**src/rtl/ecc_result_eval.sv**
```systemverilog
module ecc_result_eval #(
  parameter int NUM_PKT    = 4,
  parameter int PKT_DATA   = 16,
  parameter int META_BYTES = 4,
  parameter int STR_W      = 6,
  parameter int FIELD_M    = 15,
  parameter int ACC_W      = 24,
  parameter int FAIL_W     = 16
) (
  input  logic              clk,
  input  logic              rst_n,
  input  logic              start,
  input  logic              page_empty,
  input  logic [15:0]       err_report,
  input  logic [STR_W-1:0]  strength,
  input  logic              s_valid,
  input  logic [7:0]        s_data,
  output logic              s_ready,
  output logic              done,
  output logic              bad_msg,
  output logic [5:0]        max_flips,
  output logic [ACC_W-1:0]  corr_acc,
  output logic [FAIL_W-1:0] fail_cnt
);
  localparam int ECC_MAX = ((2**STR_W - 1) * FIELD_M + 7) / 8;
  localparam int LEN_W   = $clog2(META_BYTES + PKT_DATA + ECC_MAX + 1);
  localparam int ZC_W    = $clog2((META_BYTES + PKT_DATA + ECC_MAX) * 8 + 1) + 1;
  localparam int EW      = $clog2((2**STR_W - 1) * FIELD_M + 8) + 1;
  localparam int PK_W    = (NUM_PKT > 1) ? $clog2(NUM_PKT) : 1;
  localparam logic [EW-1:0] FM = EW'(FIELD_M);

  typedef enum logic [1:0] {IDLE, EVAL, SCAN, FIN} st_t;
  st_t st;

  logic             pe_q;
  logic [15:0]      rep_q;
  logic [STR_W-1:0] str_q;
  logic [PK_W-1:0]  pkt;
  logic [LEN_W-1:0] bidx;
  logic [ZC_W-1:0]  zcnt;

  logic [5:0]       c0, cn;
  logic             dec_fail;
  logic [EW-1:0]    ecc_bytes;
  logic [LEN_W-1:0] pkt_len;
  logic [ZC_W-1:0]  zfin;
  logic             last_byte, over;

  assign c0        = rep_q[5:0];
  assign cn        = rep_q[13:8];
  assign dec_fail  = !rep_q[7] || !rep_q[15];
  assign ecc_bytes = (EW'(str_q) * FM + EW'(7)) >> 3;
  assign pkt_len   = LEN_W'(PKT_DATA) + LEN_W'(ecc_bytes)
                   + ((pkt == '0) ? LEN_W'(META_BYTES) : '0);
  assign zfin      = zcnt + ZC_W'($countones(~s_data));
  assign last_byte = (bidx == pkt_len - LEN_W'(1));
  assign over      = zfin > ZC_W'(str_q);

  assign s_ready = (st == SCAN);
  assign done    = (st == FIN);

  always_ff @(posedge clk) begin
    if (!rst_n) begin
      st        <= IDLE;
      pe_q      <= 1'b0;
      rep_q     <= '0;
      str_q     <= '0;
      pkt       <= '0;
      bidx      <= '0;
      zcnt      <= '0;
      bad_msg   <= 1'b0;
      max_flips <= '0;
      corr_acc  <= '0;
      fail_cnt  <= '0;
    end else begin
      case (st)
        IDLE: if (start) begin
          pe_q      <= page_empty;
          rep_q     <= err_report;
          str_q     <= strength;
          max_flips <= '0;
          bad_msg   <= 1'b0;
          st        <= EVAL;
        end
        EVAL: begin
          if (pe_q) begin
            st <= FIN;
          end else if (dec_fail) begin
            bad_msg <= 1'b1;
            pkt     <= '0;
            bidx    <= '0;
            zcnt    <= '0;
            st      <= SCAN;
          end else begin
            corr_acc  <= corr_acc + ACC_W'(c0) + ACC_W'(cn);
            max_flips <= (c0 > cn) ? c0 : cn;
            st        <= FIN;
          end
        end
        SCAN: if (s_valid) begin
          if (last_byte) begin
            zcnt <= '0;
            bidx <= '0;
            if (over) begin
              fail_cnt <= fail_cnt + FAIL_W'(1);
            end else begin
              corr_acc <= corr_acc + ACC_W'(zfin);
              if (zfin > ZC_W'(max_flips))
                max_flips <= (zfin > ZC_W'(63)) ? 6'd63 : zfin[5:0];
            end
            if (pkt == PK_W'(NUM_PKT - 1)) st <= FIN;
            else pkt <= pkt + PK_W'(1);
          end else begin
            zcnt <= zfin;
            bidx <= bidx + LEN_W'(1);
          end
        end
        default: st <= IDLE;
      endcase
    end
  end
endmodule


```
**config.mk**
```make
export PLATFORM = sky130hd
export DESIGN_NAME = ecc_result_eval
export DESIGN_NICKNAME = d
export VERILOG_FILES = /design/src/rtl/ecc_result_eval.sv
export SDC_FILE = /design/constraint.sdc
export NUM_CORES = 1
export LEC_CHECK = 0
export ABC_AREA = 1
export BUFFER_PORTS_ARGS = -buffer_cell sky130_fd_sc_hd__buf_2
export CORE_UTILIZATION = 65
export CTS_CLUSTER_SIZE = 14
export DETAILED_ROUTE_END_ITERATION = 8
export PLACE_DENSITY = 0.87
export SYNTH_ARGS = -nofsm -noshare
export SYNTH_HDL_FRONTEND = slang
export SYNTH_SLANG_ARGS = --single-unit
```
**constraint.sdc**
```tcl
create_clock -name clk -period 13.9 [get_ports clk]
set_input_delay 1.39 -clock clk [delete_from_list [all_inputs] [get_ports clk]]
set_output_delay 1.39 -clock clk [all_outputs]
set_load 0.005 [all_outputs]
```
# [Word level (Yosys, flattened, before mapping)]
# Cells that the tools add are included.
[totals] out_inout_bits=49 in_bits=35 mem_bits_ro=0 register_bits=94 n_memories=0 ramBits=0 latch_bits=0
[classes] bitwise=1 magnitude_cmp=4 n_div=0 shift=0 n_eq_ne=15 addsub=18 mul=1 n_mux=44 reduce_logical=16
[op_table] op="$mux 24" n=5
[op_table] op="$mux 6" n=9
[op_table] op="$add 24x6->24" n=2
[op_table] op="$mux 12" n=4
[op_table] op="$pmux 24 s2" n=1
[op_table] op="$mux 8" n=4
[op_table] op="$add 24x12->24" n=1
[op_table] op="$gt 12x6->1" n=2
[op_table] op="$pmux 12 s2" n=1
[op_table] op="$mux 2" n=9
[op_table] op="$pmux 6 s3" n=1
[op_table] op="$add 16x1->16 const B" n=1
[op_table] op="$pmux 8 s2" n=1
[op_table] op="$reduce_and 4->1" n=4
[op_table] op="$ne 2x2->1 const B" n=7
[op_table] op="$add 12x4->12" n=1
[op_table] op="$gt 12x6->1 const B" n=1
[op_table] op="$reduce_and 6->1" n=2
[op_table] op="$add 10x3->11 const B" n=1
[op_table] op="$mul 6x4->10 const B" n=1
[op_table] op="$add 1x1->2" n=4
[op_table] op="$add 5x8->8 const A" n=1
[op_table] op="$add 8x1->8 const B" n=1
[op_table] op="$add 8x3->8" n=1
[op_table] op="other kinds (22)" n=34

# [Longest topological paths before layout]
# Gate-level depths: netlist (run 1).
[logic_depth] word_depth=12 depth_mapped=32

# [Least setup slack after synthesis (run 1)]
# Ideal clock, no wire load.
[synth_path] path_kind="input-to-reg" from="input port s_data[0]" to="register corr_acc[17]" arrival_time_ns=5.847 path_stages=31 n_path_buf=0 t_required_ns=13.835 setup_time_ns=0.065 slack_ns=7.988 path_cell_list="fa_1 inv_1 fa_1 fa_1 inv_1 fa_1 inv_1 fa_1 nand3_1 nand3_2 nand2_2 nor2_4 nand3_2 nor2_2 xor2_1 inv_2 ha_1 nand2_1 nor2_1 nand2_1 nand2_1 nand2_1 nand2_1 nand2_1 a21oi_1 nand2_1 nor2_1 nand4_1 nand2_1 nand2_1 nor2_1"
[synth_via] elab_chain_cells=10 word_cells_on_any_way=13 classes_between="add/sub: 5; order compare: 1; eq/ne: 1; mux: 4; bitwise: 1; reduce/logical: 1"
[synth_rtl] item="start, declared" line="17" rtl="input logic [7:0] s_data,"
[synth_rtl] item="$not 8->8 *" line="55" rtl="assign zfin = zcnt + ZC_W'($countones(~s_data));"
[synth_rtl] item="$add 1x1->2 (implied by the code) *" line="55"
[synth_rtl] item="$add 2x2->3 (implied by the code) *" line="55"
[synth_rtl] item="$add 3x3->4 (implied by the code) *" line="55"
[synth_rtl] item="$add 12x4->12 *" line="55"
[synth_rtl] item="$add 24x12->24" line="107" rtl="corr_acc <= corr_acc + ACC_W'(zfin);"
[synth_rtl] item="$mux 24" line="104" rtl="if (over) begin"
[synth_rtl] item="$mux 24" line="101" rtl="if (last_byte) begin"
[synth_rtl] item="$mux 24" line="100" rtl="SCAN: if (s_valid) begin"
[synth_rtl] item="$pmux 24 s2" line="76" rtl="case (st)"
[synth_rtl] item="end signal, assigned" line="95" rtl="corr_acc <= corr_acc + ACC_W'(c0) + ACC_W'(cn);"
[synth_rtl] item="end signal, assigned" line="107"
[synth_rtl] item="end, declared" line="22" rtl="output logic [ACC_W-1:0] corr_acc,"
# Every way passes the cells marked *; elsewhere a longest branch is shown, timed or not. The select of a mux whose other input is x is not followed.
# A chain may end at the register's enable or synchronous reset.

# [Worst setup path after layout (run 1)]
# Same ends and word-level chain as after synthesis.

==> results_dict.tcl, run 1 <==
set metrics [dict create \
    outcome "finished clean" \
    die-width_um 114 \
    antenna_found_initial 0 \
    number_of_gates_given_a_new_drive_strength_after_cts 0 \
    drive_above_1_share 0.104 \
    finish.utilization 0.742 \
    globalplace.congestion 1.05 \
    areaGrowthSynthToFinish_pct 10.2 \
    final.fill_count 1008 \
    critPathMaxFanout 5 \
    critPathRequiredTime_ps 14140 \
    grt_first_pass_wirelength_um 36200 \
    setup_total_negative_slack_ps 0 \
    post_route_total_power_mw 1.90 \
    power.density_cell_area_nw_per_um2 212 \
    design.final.nets 1416 \
    fmaxAchievable_mhz 157 \
    post-dp-hpwl_um 16000 \
    worst_hold_path_type "reg -> reg" \
    synth_mux_area_frac 0 \
    cts_tree "built" \
    worst-endpoint-arrival_ps 6630 \
    cts_hold_repair.buffers 0 \
    hold_violations 0 \
    power_leakage_nw 4.43 \
    synth_cell_type_count 51 \
    first_iter_violations 686 \
    detail_route.first_pass.iterations 5 \
    synth_seq_cells 92 \
    clkSinkCount 92 \
    fin_crit_sh 0.460 \
    ys.warnings.count 0 \
    fin_worst_skew_ps 8.50 \
    crit_top_cell "sky130_fd_sc_hd__nand2_1" \
    startpoint_kind_of_the_worst_setup_timing_path "primary input" \
    synthFlopType "sky130_fd_sc_hd__dfxtp_1" \
    antenna_cells 0 \
    synth_edf_count 0 \
    routed_via_density 5.71 \
    grt_max_degree 46 \
    cp_slowest_cell "sky130_fd_sc_hd__xor2_1" \
    port_buffers 81 \
    dieArea_um2 13000 \
    drc_errors 0 \
    syn-mean-instance-area_um2 6.69 \
    first_global_vias 7811 \
    timing.final.crit_period_ps 6390 \
    worstSetupEndpointType "flip-flop" \
    fin_cells 1457 \
    cts_inserted_buffers 9 \
    vdd.ir_drop.worst_uv 143 \
    drt_wl_total_um 21300 \
    grt_use_total 0.347 \
    initial_utilization 0.674 \
    max_slew_headroom 0.336 \
    drt.antenna.violating_nets 0 \
    vias 8319 \
    globalRoute.totalOverflow 0 \
    maxCapViolations 0 \
    syn_nets 1352 \
    compound_cell_area_share_of_the_yosys_netlist 0.146 \
    combinational_family_with_the_most_area_after_synthesis "simple AND/OR/NAND/NOR gates" \
    postSynth.asyncResetShare 0 \
    dpl.cell_count 1441 \
    grt_setup_unrepaired "no" \
    synth-xor-area-share 0.0601 \
    cts_max_path_buffers 2 \
    timing.final.max_slew_violations 0 \
    synth_seq_area_share 0.226 \
    insertion_delay_to_the_later_sink_of_the_worst_skew_pair_ps 360 \
    synth_simple_gate_area_share 0.300 \
    worst_setup_hold_path_clk_slew_ps 70 \
    design.core.area_um2 12100 \
    syn_inst 1220 \
    finalSetupViolations 0 \
    multiInputGateArea_um2 5510 \
    io_pins 84 \
    fp.dieH_um 114 \
    netlist_area_um2 8160 \
    cell_chosen_for_the_clock_root "sky130_fd_sc_hd__clkbuf_16" \
    layout.area.seq_um2 1840 \
    cts_max_level 3 \
    worst_path_largest_cell_delay_ps 580 \
    synth_adder_area_share 0.169 \
    timing_worst_slew_pin_value_ps 993 \
    post_cts.repair.setup_buffers 0 \
    setup.worst_path.class "in -> reg" \
    num_rows 40 \
    detail_route.wl_per_cell_um 14.6 \
]
-- registers in the layout, indices dropped and copies added, names as in the netlist, 6 cells and up --
register and cells:
max_flips 6, corr_acc 24, rep_q 14, bidx 8, str_q 6, fail_cnt 16
zcnt 12
-- cells in the mapped netlist (3+ instances only) --
cell type	number	area, µm²
sky130_fd_sc_hd__buf_1	3	11.3
sky130_fd_sc_hd__ha_1	75	938
sky130_fd_sc_hd__nor2_1	114	428
sky130_fd_sc_hd__xnor2_1	14	123
sky130_fd_sc_hd__nand3b_1	3	22.5
sky130_fd_sc_hd__nand3_2	6	60.1
sky130_fd_sc_hd__a21oi_1	102	510
sky130_fd_sc_hd__nand4_1	44	275
sky130_fd_sc_hd__a31oi_1	4	25.0
sky130_fd_sc_hd__nand3_1	69	345
sky130_fd_sc_hd__fa_1	22	440
sky130_fd_sc_hd__o211ai_1	3	22.5
sky130_fd_sc_hd__dfxtp_1	92	1840
sky130_fd_sc_hd__buf_4	3	22.5
sky130_fd_sc_hd__buf_2	3	15.0
sky130_fd_sc_hd__nand2_2	4	25.0
sky130_fd_sc_hd__inv_1	164	616
sky130_fd_sc_hd__xor2_1	42	368
sky130_fd_sc_hd__nor4_1	7	43.8
sky130_fd_sc_hd__inv_2	9	33.8
sky130_fd_sc_hd__o21bai_1	5	37.5
sky130_fd_sc_hd__o21ai_0	80	400
sky130_fd_sc_hd__clkbuf_1	22	82.6
sky130_fd_sc_hd__nor3_1	18	90.1
sky130_fd_sc_hd__o21a_1	6	45.0
sky130_fd_sc_hd__nand2_1	272	1020
sky130_fd_sc_hd__a21o_1	3	22.5
-- layout make-up --
type                    instances  share of cell area
clock inverters                 6              0.0104
repair buffers                 86              0.0493
multi-input cells             920               0.612
clock buffers                  10              0.0266
inverters                     175              0.0731
well taps                     168              0.0234
flip-flops and latches         92               0.205
-- stage by stage --
stage | hold slack, ps | instance area, µm² | setup WS (ps)
after floorplan | 445 | 8160 | 7990
after CTS | 477 | 8990 | 7500
after global routing | 500 | 8990 | 7140
final | 483 | 8990 | 7510
after detailed placement | 465 | 8660 | 7170
after global placement | 461 | 8660 | 7270
-- cells in the final DEF, fill, tap and decap left out, drive strengths merged, types with 2 or more instances in the layout --
| master | n |
|---|---|
| xnor2 | 14 |
| inv | 175 |
| fa | 22 |
| nand3b | 3 |
| bufinv | 2 |
| dfxtp | 92 |
| nand2 | 278 |
| o211ai | 3 |
| buf | 86 |
| nor4 | 7 |
| a21o | 3 |
| ha | 75 |
| a21oi | 104 |
| o22ai | 2 |
| o21a | 6 |
| a211oi | 2 |
| o21bai | 6 |
| nand4 | 45 |
| clkinv | 4 |
| nor2 | 117 |
| o21ai | 82 |
| xor2 | 42 |
| a31oi | 4 |
| nor3 | 19 |
| clkbuf | 10 |
| nand3 | 76 |
-- layer usage --
layer  share of wire  wire length, µm  track usage  up-vias
li1                -                -            -     4144
met1            0.43             9180        0.436     3824
met2            0.47            10100        0.598      293
met3           0.070             1490       0.0569       58
met4           0.027              572        0.132        0
met5               0                0            0        -
-- power by group --
part | leakage (nW) | switching (mW) | internal (mW)
Sequential | 0.749 | 0.0490 | 0.304
Clock | 0.165 | 0.116 | 0.165
Combinational | 3.51 | 0.813 | 0.455
Total | 4.43 | 0.978 | 0.924
-- cells by family (layout without fill, tap and decap cells) --
group | count (synthesis) | in the layout
AND/OR/NAND/NOR | 549 | 549
flip-flops | 92 | 92
adder cells (fa/ha/maj) | 97 | 97
XOR/XNOR | 56 | 56
buffers and inverters | 208 | 277
AO/OA/AOI/OAI | 218 | 218
-- final timing paths --
kind	slack [ps]	startpoint	cells past startpoint	to
worst max-delay path	7510	s_data[0]	29	corr_acc[17]
worst min-delay path	480	zcnt[3]	2	zcnt[3]
worst max register to register	8280	zcnt[0]	29	corr_acc[17]
worst min register to register	480	zcnt[3]	2	zcnt[3]
-- critical path: cells and delay by family --
kind	cells	cell delay (ps)
buffers and inverters	6	580
AOI/OAI and AO/OA	3	650
and+or+nand+nor	13	890
xor gates and xnor gates	1	580
adders and majority gates	6	2530
Power figures use the tool's default switching activity.
==> inputs of run 2 (changes only) <==
CORE_UTILIZATION = 55   (was 65)
PLACE_DENSITY = 0.78   (was 0.87)
clock period = 5.7 ns   (was 13.9 ns; I/O delays follow)
==> results_dict.tcl, run 2 (synthesis gave the netlist of run 1 again) <==
set metrics [dict create \
    grt_first_pass_wirelength_um 35500 \
    first_global_vias 7743 \
    worstPathBufferInverterCount 4 \
    antenna_found_initial 0 \
    worst-endpoint-arrival_ps 5590 \
    drive_above_1_share 0.120 \
    max_slew_headroom 0.424 \
    startpoint_kind_of_the_worst_setup_timing_path "flip-flop" \
    cts_tree "built" \
    maxCapViolations 0 \
    globalRoute.totalOverflow 0 \
    vias 8169 \
    hold_path_depth 3 \
    routed_via_density 5.49 \
    first_iter_violations 544 \
    drt.antenna.violating_nets 0 \
    fp.dieH_um 124 \
    cts_max_level 3 \
    areaGrowthSynthToFinish_pct 12.1 \
    post-dp-hpwl_um 16500 \
    critPathRequiredTime_ps 5930 \
    design.core.area_um2 14500 \
    design.final.nets 1432 \
    drt_wl_total_um 21500 \
    setup_total_negative_slack_ps 0 \
    finish.utilization 0.631 \
    cp_slowest_cell "sky130_fd_sc_hd__fa_1" \
    power.density_cell_area_nw_per_um2 507 \
    num_rows 44 \
    largest_register "corr_acc" \
    worst_path_largest_cell_delay_ps 560 \
    placement.cell_area_um2 8800 \
    fmaxAchievable_mhz 187 \
    globalplace.congestion 0.954 \
    reg2reg_depth 25 \
    setup.reg_to_reg.worst_slack_ps 340 \
    hold_violations 0 \
    reg2reg_from "str_q[1]" \
    crit-reg2reg-capture "bidx[3]" \
    timing.hold.worst.start "err_report[5]" \
    clkSinkCount 92 \
    detail_route.first_pass.iterations 4 \
    cts_inserted_buffers 9 \
    cts_max_path_buffers 2 \
    dieArea_um2 15300 \
    hold_end "rep_q[5]" \
    cell_family_with_the_largest_share_of_critical_path_delay "adder cells" \
    fin_worst_skew_ps 6.79 \
    layout_commonest_cell "sky130_fd_sc_hd__nand2_1" \
    grt_max_degree 46 \
    insertion_delay_to_the_later_sink_of_the_worst_skew_pair_ps 360 \
    antenna_cells 0 \
    grt_setup_unrepaired "yes" \
    fin_crit_sh 0.939 \
    drc_errors 0 \
    worstSetupEndpointType "flip-flop" \
    port_buffers 81 \
    crit_top_cell "sky130_fd_sc_hd__nand2_1" \
    largestRegisters "corr_acc: 24 flops, fail_cnt: 16 flops, rep_q: 14 flops" \
    power_leakage_nw 4.47 \
    dp_slack_ps 79.4 \
    worst_setup_hold_path_clk_slew_ps 70 \
    setup.worst_path.class "reg -> reg" \
    finish.instance_area_um2 9140 \
    timing_worst_slew_pin_value_ps 857 \
    timing.final.max_slew_violations 0 \
    worst_hold_path_type "in -> reg" \
    layout_setup_ws_ps 345 \
    cell_chosen_for_the_clock_root "sky130_fd_sc_hd__clkbuf_16" \
    finalSetupViolations 0 \
    outcome "finished clean" \
    die-width_um 124 \
    timing.final.crit_period_ps 5360 \
    detail_route.wl_per_cell_um 14.5 \
    grt_use_total 0.295 \
    initial_utilization 0.564 \
    most-common-layout-cells "272 x sky130_fd_sc_hd__nand2_1, 164 x sky130_fd_sc_hd__inv_1, 112 x sky130_fd_sc_hd__nor2_1" \
    largest_register_ffs 24 \
    vdd.ir_drop.worst_uv 376 \
    io_pins 84 \
    critPathMaxFanout 13 \
]
## run 2: through the flow
step | std cells | total power [mW] | hold slack (ps)
after global routing | 1489 | 5.18 | 500
after CTS | 1487 | 4.60 | 458
after global placement | 1471 | 3.93 | 460
final | 1489 | 4.64 | 456
after floorplan | 1220 | 3.29 | 445
after detailed placement | 1471 | 4.00 | 467
## run 2: worst max path at each step
stage | slack, ps | to | start | cells after the start
after global routing | -50 | corr_acc[17] | zcnt[0] | 32
after global placement | 130 | corr_acc[14] | s_data[0] | 27
after floorplan | 610 | corr_acc[17] | s_data[0] | 31
after detailed placement | 80 | corr_acc[17] | s_data[0] | 32
final | 340 | bidx[3] | str_q[1] | 25
after CTS | 290 | corr_acc[2] | str_q[1] | 25
## run 2: layout make-up
| class | instances | area, µm² |
|---|---|---|
| sequential | 92 | 1840 |
| inverter | 175 | 657 |
| clock inverter | 6 | 47.5 |
| fill | 1399 | 5340 |
| clock buffer | 10 | 229 |
| multi-input combinational | 921 | 5570 |
| timing repair buffer | 101 | 568 |
| tap | 184 | 230 |
## run 2: power by group
part / total (mW) / leakage, nW / internal, mW / switching [mW]
Sequential: 0.860 / 0.749 / 0.742 / 0.118
Clock: 0.582 / 0.133 / 0.300 / 0.282
Combinational: 3.20 / 3.59 / 1.19 / 2.01
Total: 4.64 / 4.47 / 2.23 / 2.41
## run 2: timing repair
action,CTS,global route
hold buffers,0,0
setup buffers,0,1
endpoints found under the setup margin,0,30
gates resized for setup,0,11
## run 2: layer usage
| metal | share of wire | GRT usage |
|---|---|---|
| met5 | 0 | 0 |
| met4 | 0.027 | 0.126 |
| met3 | 0.053 | 0.0330 |
| met2 | 0.48 | 0.508 |
| met1 | 0.44 | 0.372 |
## run 2: worst min-delay path: cells and delay by family
family / cells / cell delay, ps
buffers and inverters: 1 / 70
and+or+nand+nor: 1 / 80
AOI/OAI and AO/OA: 1 / 70
==> inputs of run 3 (changes only) <==
CORE_UTILIZATION = 65   (was 55)
PLACE_DENSITY = 0.87   (was 0.78)
clock period = 6.75 ns   (was 5.7 ns; I/O delays follow)
==> results_dict.tcl, run 3 (synthesis gave the netlist of run 1 again) <==
set metrics [dict create \
    fp.dieH_um 114 \
    worst_hold_path_type "reg -> reg" \
    drt_wl_total_um 20900 \
    insertion_delay_to_the_later_sink_of_the_worst_skew_pair_ps 360 \
    worstPathBufferInverterCount 5 \
    timing.final.max_slew_violations 0 \
    post_cts.repair.setup_buffers 0 \
    switching_share 0.523 \
    grt_first_pass_wirelength_um 34600 \
    worstSetupEndpointType "flip-flop" \
    worst_path_largest_cell_delay_ps 560 \
    fin_crit_sh 0.847 \
    timing.hold.worst.start "zcnt[3]" \
    io_pins 84 \
    cts_hold_repair.buffers 0 \
    max_slew_headroom 0.326 \
    detail_route.wl_per_cell_um 14.3 \
    crit_path_start "str_q[0]" \
    worst_setup_hold_path_clk_slew_ps 70 \
    largest_register "corr_acc" \
    number_of_gates_given_a_new_drive_strength_after_cts 0 \
    cts_max_path_buffers 2 \
    port_buffers 81 \
    timing.final.crit_period_ps 5720 \
    areaGrowthSynthToFinish_pct 9.83 \
    cts_tree "built" \
    vias 8248 \
    power.density_cell_area_nw_per_um2 437 \
    antenna_found_initial 0 \
    fmaxAchievable_mhz 175 \
    drc_errors 0 \
    globalRoute.totalOverflow 0 \
    timing_worst_slew_pin_value_ps 1010 \
    part_of_the_total_power_dissipated_in_combinational_logic 0.676 \
    power_report.internal_total_mw 1.87 \
    finish.utilization 0.740 \
    clkSinkCount 92 \
    routed_via_density 5.66 \
    vdd.ir_drop.worst_uv 353 \
    hold_violations 0 \
    post-dp-hpwl_um 15700 \
    critPathMaxFanout 14 \
    initial_utilization 0.674 \
    first_global_vias 7631 \
    drt.antenna.violating_nets 0 \
    startpoint_kind_of_the_worst_setup_timing_path "flip-flop" \
    dpl.cell_count 1440 \
    largest_register_ffs 24 \
    dp_slack_ps 879 \
    antenna_cells 0 \
    fin_worst_skew_ps 11.5 \
    layout.area.seq_um2 1840 \
    reg2reg_from "str_q[0]" \
    cell_chosen_for_the_clock_root "sky130_fd_sc_hd__clkbuf_16" \
    most-common-layout-cells "272 x sky130_fd_sc_hd__nand2_1, 164 x sky130_fd_sc_hd__inv_1, 114 x sky130_fd_sc_hd__nor2_1" \
    layout_setup_ws_ps 1030 \
    maxCapViolations 0 \
    num_rows 40 \
    power_frac_seq 0.186 \
    dieArea_um2 13000 \
    worst-endpoint-arrival_ps 5960 \
    final.fill_count 1024 \
    grt_setup_unrepaired "no" \
    clkPwrFrac 0.139 \
    p_sw_mw 2.05 \
    largestRegisters "corr_acc: 24 flops, fail_cnt: 16 flops, rep_q: 14 flops" \
    first_iter_violations 744 \
    critPathRequiredTime_ps 7000 \
    grt_max_degree 46 \
    globalplace.congestion 0.997 \
    finalSetupViolations 0 \
    die-width_um 114 \
    cell_family_with_the_largest_share_of_critical_path_delay "adder cells" \
    cts_max_level 3 \
    setup.worst_path.class "reg -> reg" \
    grt_use_total 0.332 \
    detail_route.first_pass.iterations 5 \
    design.final.nets 1415 \
    setup_total_negative_slack_ps 0 \
    cts_inserted_buffers 9 \
    cp_slowest_cell "sky130_fd_sc_hd__fa_1" \
    design.core.area_um2 12100 \
    layout_commonest_cell "sky130_fd_sc_hd__nand2_1" \
    drive_above_1_share 0.103 \
    multiInputGateArea_um2 5510 \
    power_leakage_nw 4.41 \
    outcome "finished clean" \
    fin_cells 1456 \
]
run 3: cell count changes in the layout (fill, tap and decap cells not counted), moves of 2 or more:
cell	change
sky130_fd_sc_hd__buf_4	-15
sky130_fd_sc_hd__ha_1	+2
sky130_fd_sc_hd__nor2_1	+2
sky130_fd_sc_hd__nor2_2	-2
sky130_fd_sc_hd__o21ai_0	+2
sky130_fd_sc_hd__o21ai_1	-2
run 3: cell type report:
cell class	instances	share of cell area
clock buffers	10	0.0267
clock inverters	6	0.00796
repair buffers	85	0.0486
inverters	175	0.0733
flip-flops and latches	92	0.206
multi-input cells	920	0.614
well taps	168	0.0235
run 3: worst paths after layout:
kind,end,slack [ps],cells past startpoint
worst min register to register,zcnt[3],470,2
worst min-delay path,zcnt[3],470,2
worst max-delay path,fail_cnt[8],1030,25
worst max register to register,fail_cnt[8],1030,25
run 3: metrics by stage:
stage                     power [mW]  cell area, µm²  hold WS [ps]
after global routing            4.32            8960           493
after detailed placement        3.34            8650           464
after floorplan                 2.78            8160           445
after CTS                       3.89            8960           475
final                           3.91            8960           474
after global placement          3.23            8650           459
run 3: worst reg2reg max path, cell delays in order, from the launching register on:
cell,delay [ps]
sky130_fd_sc_hd__dfxtp_1,390
sky130_fd_sc_hd__fa_1,560
sky130_fd_sc_hd__inv_1,50
sky130_fd_sc_hd__fa_1,470
sky130_fd_sc_hd__inv_1,40
sky130_fd_sc_hd__ha_1,270
sky130_fd_sc_hd__ha_1,340
sky130_fd_sc_hd__inv_1,70
sky130_fd_sc_hd__nand2_1,70
sky130_fd_sc_hd__and2_1,190
sky130_fd_sc_hd__xnor2_1,400
sky130_fd_sc_hd__ha_1,270
sky130_fd_sc_hd__inv_1,60
sky130_fd_sc_hd__fa_1,490
sky130_fd_sc_hd__xor2_1,150
sky130_fd_sc_hd__nand2_1,60
sky130_fd_sc_hd__nor2_1,100
sky130_fd_sc_hd__nand2_1,50
sky130_fd_sc_hd__nor2_1,80
sky130_fd_sc_hd__nand3_1,80
sky130_fd_sc_hd__a21oi_1,150
sky130_fd_sc_hd__nand3_2,220
sky130_fd_sc_hd__clkinv_1,310
sky130_fd_sc_hd__nand3_1,460
sky130_fd_sc_hd__nand2_1,200
sky130_fd_sc_hd__a21oi_1,80
run 3: routing by layer:
layer,vias up,share of wire,global-route usage
met1,3771,0.43,0.416
met3,47,0.065,0.0484
met2,300,0.48,0.569
li1,4130,-,-
met4,0,0.025,0.143
met5,-,0,0
run 3: power by group through the flow:
| stage | Combinational [mW] | Clock, mW | Sequential, mW |
|---|---|---|---|
| final | 2.64 | 0.542 | 0.726 |
| after global routing | 3.02 | 0.565 | 0.738 |
| after CTS | 2.62 | 0.544 | 0.725 |
| after detailed placement | 2.60 | 0 | 0.737 |
| after global placement | 2.49 | 0 | 0.734 |
| after floorplan | 2.07 | 0 | 0.713 |
